## src/rtl/dp_collision_arb.sv

```systemverilog
module dp_collision_arb #(
  parameter int AW = 15
) (
  input  logic          clk,
  input  logic          rst_n,
  input  logic          master_i,
  input  logic          l_en_i,
  input  logic [AW-1:0] l_addr_i,
  input  logic          l_we_i,
  input  logic          r_en_i,
  input  logic [AW-1:0] r_addr_i,
  input  logic          r_we_i,
  input  logic          busy_l_n_i,
  input  logic          busy_r_n_i,
  output logic          busy_l_n_o,
  output logic          busy_r_n_o,
  output logic          l_we_o,
  output logic          r_we_o
);

  logic [AW-1:0] l_addr_q, r_addr_q;
  logic          l_en_q, r_en_q;
  logic          r_first_q;
  logic          busy_l_q, busy_r_q;

  logic l_chg, r_chg, r_first_d, hit;

  assign l_chg = (l_addr_i != l_addr_q) || (l_en_i != l_en_q);
  assign r_chg = (r_addr_i != r_addr_q) || (r_en_i != r_en_q);
  assign hit   = master_i && l_en_i && r_en_i && (l_addr_i == r_addr_i);

  always_comb begin
    r_first_d = r_first_q;
    if (r_chg)      r_first_d = 1'b0;
    else if (l_chg) r_first_d = 1'b1;
  end

  always_ff @(posedge clk) begin
    if (!rst_n) begin
      l_addr_q  <= '0;
      r_addr_q  <= '0;
      l_en_q    <= 1'b0;
      r_en_q    <= 1'b0;
      r_first_q <= 1'b0;
      busy_l_q  <= 1'b1;
      busy_r_q  <= 1'b1;
    end else begin
      l_addr_q  <= l_addr_i;
      r_addr_q  <= r_addr_i;
      l_en_q    <= l_en_i;
      r_en_q    <= r_en_i;
      r_first_q <= r_first_d;
      busy_l_q  <= !(hit && r_first_d);
      busy_r_q  <= !(hit && !r_first_d);
    end
  end

  assign busy_l_n_o = busy_l_q;
  assign busy_r_n_o = busy_r_q;
  assign l_we_o = l_we_i && (master_i ? busy_l_q : busy_l_n_i);
  assign r_we_o = r_we_i && (master_i ? busy_r_q : busy_r_n_i);


  never_both_busy_chk: assert property (@(posedge clk) disable iff (!rst_n)
    busy_l_n_o || busy_r_n_o);


  busy_needs_match_chk: assert property (@(posedge clk) disable iff (!rst_n)
    (!busy_l_n_o || !busy_r_n_o) |->
      $past(master_i && l_en_i && r_en_i && (l_addr_i == r_addr_i)));


  slave_quiet_chk: assert property (@(posedge clk) disable iff (!rst_n)
    $past(!master_i) |-> (busy_l_n_o && busy_r_n_o));


  busy_blocks_write_chk: assert property (@(posedge clk) disable iff (!rst_n)
    (master_i && (!busy_l_n_o || !busy_r_n_o)) |->
      !((!busy_l_n_o && l_we_o) || (!busy_r_n_o && r_we_o)));

endmodule

```

## config.mk

```make
export PLATFORM = sky130hd
export DESIGN_NAME = dp_collision_arb
export DESIGN_NICKNAME = d
export VERILOG_FILES = /design/src/rtl/dp_collision_arb.sv
export SDC_FILE = /design/constraint.sdc
export NUM_CORES = 1
export LEC_CHECK = 0
export ABC_AREA = 1
export BUFFER_PORTS_ARGS = -buffer_cell sky130_fd_sc_hd__buf_2
export CORE_ASPECT_RATIO = 0.8
export CORE_MARGIN = 3
export CORE_UTILIZATION = 50
export CTS_CLUSTER_SIZE = 14
export DETAILED_ROUTE_END_ITERATION = 10
export GPL_ROUTABILITY_DRIVEN = 0
export GPL_TIMING_DRIVEN = 0
export HOLD_SLACK_MARGIN = 0.12
export PLACE_DENSITY = 0.75
export SYNTH_ARGS = -nofsm -noshare
export SYNTH_HDL_FRONTEND = slang
export SYNTH_SLANG_ARGS = --single-unit
```

## constraint.sdc

```tcl
create_clock -name clk -period 1.1 [get_ports clk]
set_input_delay 0.165 -clock clk [delete_from_list [all_inputs] [get_ports clk]]
set_output_delay 0.165 -clock clk [all_outputs]
set_load 0.1 [all_outputs]
```

==> After elaboration in Yosys (flattened, before gate mapping) <==
Cells that the tools add are included.
{ "op_classes": {"reduce_logical": 12, "mux": 4, "n_eq_ne": 5} }
{ "op_table": {"columns": ["operator", "count"], "rows": [
  ["15-bit inequality test", 2],
  ["15-bit equality test", 1],
  ["1-bit logical AND", 7],
  ["1-bit two-way mux", 4],
  ["1-bit zero test", 3],
  ["1-bit logical OR", 2],
  ["1-bit inequality test", 2]
]} }
{ "word_totals": {"register_bits": 35, "wordCells": 28} }

==> Longest topological paths before layout <==
{ "logic_depth": {"word_depth": 7, "depth_mapped": 10, "ltp_nobuf": 10} }

==> Least setup slack after synthesis <==
OpenSTA, ideal clock, no wires.
{ "synth_timing": {"kind": "flip-flop to output port", "from": "reg busy_l_q (netlist: busy_l_n_o)", "to": "out l_we_o", "n_path_buf": 0, "t_arrival_ns": 2.338, "setup_slack_ns": -1.403, "path_stages_with_launch": 3, "path_cell_list": "dfxtp_1 > nor2_1 > nor2_1"} }
{ "synth_between": {"elab_chain_len": 2} }
{ "synth_lines": {"columns": ["item", "line_no", "source"], "rows": [
  ["start: declaration", "24", "logic busy_l_q, busy_r_q;"],
  ["start signal: assignment", "53", "busy_l_q <= !(hit && r_first_d);"],
  ["1-bit two-way mux", "60", "assign l_we_o = l_we_i && (master_i ? busy_l_q : busy_l_n_i);"],
  ["1-bit logical AND", "60", null],
  ["end: declaration", "17", "output logic l_we_o,"]
]} }
No other way between the ends.

==> Worst setup path in the final report <==
{ "layout_timing": {"from": "reg busy_r_q (netlist: busy_r_n_o)", "to": "out r_we_o"} }
{ "layout_between": {"elab_chain_len": 2} }
{ "layout_lines": {"columns": ["item", "line_no", "source"], "rows": [
  ["start: declaration", "24", null],
  ["start signal: assignment", "54", "busy_r_q <= !(hit && !r_first_d);"],
  ["1-bit two-way mux", "61", "assign r_we_o = r_we_i && (master_i ? busy_r_q : busy_r_n_i);"],
  ["1-bit logical AND", "61", null],
  ["end: declaration", "18", "output logic r_we_o"]
]} }
No other way between the ends.

==> impl_results.md <==
* Comb pwr share at 0.212
* Drt drc at 0
* Register area share after synthesis at 0.3851
* WP data required at 940 ps
* Synth warn at 0
* FF-to-FF Start: l_addr_q[13]
* Final ANT Viol Nets at 0
* First-pass iteration count of the detailed router at 4
* Via count at approximately 1.8k
* WL final at between 4 and 5 mm
* Synthesized cell area at 0.001819 sq mm
* Fin crit period at 1119 ps
* Cell depth of the worst setup path at 3
* Critical path startpoint category: flip-flop
* Setup_tns at -35.82 ps
* Antenna diodes at 0
* Initial antenna violation count at 0
* Gr ovfl total at 0
* Clk buf depth at 2
* Mean Syn Cell Area at slightly above 6 sq um
* Overall power at 0.002799 W
* Rel. slew slack at 0.6297
* Setup WS post-layout at -19.38 ps
* Die Span Y at roughly 60 um
* Psw at between 0.0007 and 0.0008 W
* R2R setup slack at -10 ps
* Die X at 73.44 um
* Outcome: finished, violations left
* H-tree levels at 2
* Clk pwr share at 0.303
* Failing checks: setup timing
* Final hold vios at 0
* CP max stage cell: dfxtp_4
* Post-DP HPWL at around 3.2 mm
* Buffers on Ports at just over 40
* Placed Instances at roughly 380
* Netlist cell types at 15
* Starting Density at 0.5533
* Vias per std cell at about 4.5
* Die area at roughly 0.0044 sq mm
* Area of the core at ~0.0033 sq mm
* WHS Endpoint: l_addr_q[5]
* Pwr dens at between 1000 and 1500 mW/mm^2
* Area Growth Syn to Fin at 37.90%
* Vias in the first global route at approximately 1.7k
* Final Skew at 3.832 ps
* Fin. max-slew vios at 0
* Final Setup Violations at 3
* Hold slack at about 120 ps
* Non-filler instance count after layout at 410
* WL per Instance at ~11 um
* Worst Path Buf+Inv at 1
* Most used cell, CP: nor2_4
* Total CTS buffers at 5
* Root Driver: clkbuf_8
* CP peak stage delay at about 350 ps
* Crit path max-delay family: flip-flops
* Leak at around 1.4 nW
* FF+latch count, synth at 35
* Sw Ratio at 0.2780
* RSZ-0062 raised after global routing: yes
* Sequential share of power at 0.485
* Fin util at 0.7629
* Iteration-0 DRC count of the detailed router at 63
* Hold Path Depth at 3
* Post-CTS setup repair buffer count at 0
* Int Pwr at between 0.002 and 0.0025 W
* Overall Global Routing Usage at 0.2306
* First-pass GRT wire length at 7.486 mm
* Fmax achieved at a little under 0.9 GHz
* Hold Path Class: input port to flip-flop
* Post-route clock period utilization at 1.018
* Worst hold path startpoint: l_addr_i[5]
* VDD IR-drop max at around 1.0 mV
* R2R cell count at 9
* TritonCTS clock tree: yes
* Clock Sinks at 35
* Crit path arrival time at 950 ps
* Largest net degree at the start of global routing at 11
* Layout cell share with drive strength beyond 1 at 0.2243
* Worst-Skew Late Latency at between 200 and 300 ps
* Crit end category: primary output
* Crit-path cells: nor2_4 > nor2_4 > buf_12
* Max_cap viols at 0
* Slew @ Worst Pin at approximately 560 ps
* CP Class: flip-flop to primary output
* Mapped Cells at between 200 and 300
* Worst flop-to-flop path endpoint: busy_r_n_o
* # rows at 18
* # fillers at about 280
* Total Nets Final at between 400 and 500
* I/O pin count at 43
* Synthesized Nets at approximately 340
* Clock-pin slew on the worst setup and hold paths at around 60 ps
* Crit path max fanout at 2
[cells in the final DEF (no fill, tap or decap), types with 2 or more instances in the layout]
cell type        n
nand2_1        117
inv_1           69
buf_2           38
dfxtp_1         26
dlygate4sd3_1   25
xnor2_1         18
nor2_1          15
inv_2           10
nor2_2           8
nand3_1          7
dfxtp_2          7
clkbuf_8         5
nor2_4           4
clkbuf_1         4
o21ai_0          2
nand4_1          2
nand2_2          2
dfxtp_4          2
buf_4            2
buf_12           2
[per-stage QoR]
| stage | worst slack, ps | area (sq um) |
|---|---|---|
| final | -19.38 | 2509 |
| after global routing | -60.56 | 2509 |
| after global placement | -36.65 | 2112 |
| after floorplan | -122.4 | 1857 |
| after CTS | -48.61 | 2476 |
| after detailed placement | -43.91 | 2112 |
[metal layers]
metal | part of all wire | vias to the layer above | wire, um | global-route usage
met5 | 0 | - | 0 | 0
met4 | 0.011 | 0 | 48 | 0.06202
met3 | 0.060 | 6 | 267 | 0.06723
met2 | 0.46 | 43 | 2040 | 0.3914
met1 | 0.47 | 805 | 2088 | 0.2860
li1 | - | 977 | - | -
[tightest hold or removal path: cells and delay by family]
kind	cells	cell delay, ps
buf+inv	2	160
simple gates	1	60
[power by group through the flow]
| stage | Clock, W | Sequential (W) | Combinational [W] |
|---|---|---|---|
| after detailed placement | 0 | 0.00138 | 0.000486 |
| after global placement | 0 | 0.00138 | 0.000473 |
| after floorplan | 0 | 0.00138 | 0.000308 |
| final | 0.000847 | 0.00136 | 0.000594 |
| after CTS | 0.000863 | 0.00135 | 0.000573 |
| after global routing | 0.000932 | 0.00136 | 0.000667 |
[cells in the mapped netlist]
cell type	number	area (sq um)
inv_1	70	262.8
nand3_1	8	40.04
nand4_1	2	12.51
nor2_2	3	18.77
inv_2	9	33.78
clkbuf_1	3	11.26
o21ai_0	2	10.01
nand2_1	119	446.7
nor2_1	24	90.09
dfxtp_1	35	700.7
o21ai_1	1	5.000
xnor2_1	19	166.4
buf_2	1	5.000
clkinv_1	1	3.750
nand4_2	1	12.51
[final cells by class]
class / count / area [sq um] / area share
Multi-Input combinational cell: 179 / 862.1 / 0.3436
Sequential cell: 35 / 716.9 / 0.2858
Timing Repair Buffer: 66 / 490.5 / 0.1955
Inverter: 80 / 300.3 / 0.1197
Clock buffer: 6 / 72.57 / 0.02893
Tap cell: 40 / 50.05 / 0.01995
Buffer: 4 / 16.27 / 0.006484
[kinds of logic after synthesis]
family,Yosys count,share of synthesized area
buffers and inverters,84,0.1740
xor gates and xnor gates,19,0.09147
and+or+nand+nor,157,0.3411
DFF,35,0.3851
AOI/OAI and AO/OA,3,0.008251
[flip-flops by register name (all words and copies together), names as in the netlist]
| signal | flops |
|---|---|
| l_addr_q | 15 |
| r_addr_q | 15 |
| busy_l_n_o | 1 |
| busy_r_n_o | 1 |
| l_en_q | 1 |
| r_en_q | 1 |
| r_first_q | 1 |
[worst max-delay path by stage]
stage,startpoint,to,slack [ps]
floorplan,busy_l_n_o,l_we_o,-120
global placement,master_i,r_we_o,-40
detailed placement,master_i,l_we_o,-40
CTS,busy_r_n_o,r_we_o,-50
global route,r_addr_q[12],busy_l_n_o,-60
finish,busy_r_n_o,r_we_o,-20
[timing repair]
item / in CTS / in global routing
hold buffers: 25 / 0
endpoints found under the hold margin: 25 / 0
gates resized for setup: 14 / 13
pin swaps: 5 / 18
endpoints found under the setup margin: 6 / 7
(Power assumes the default switching activity.)
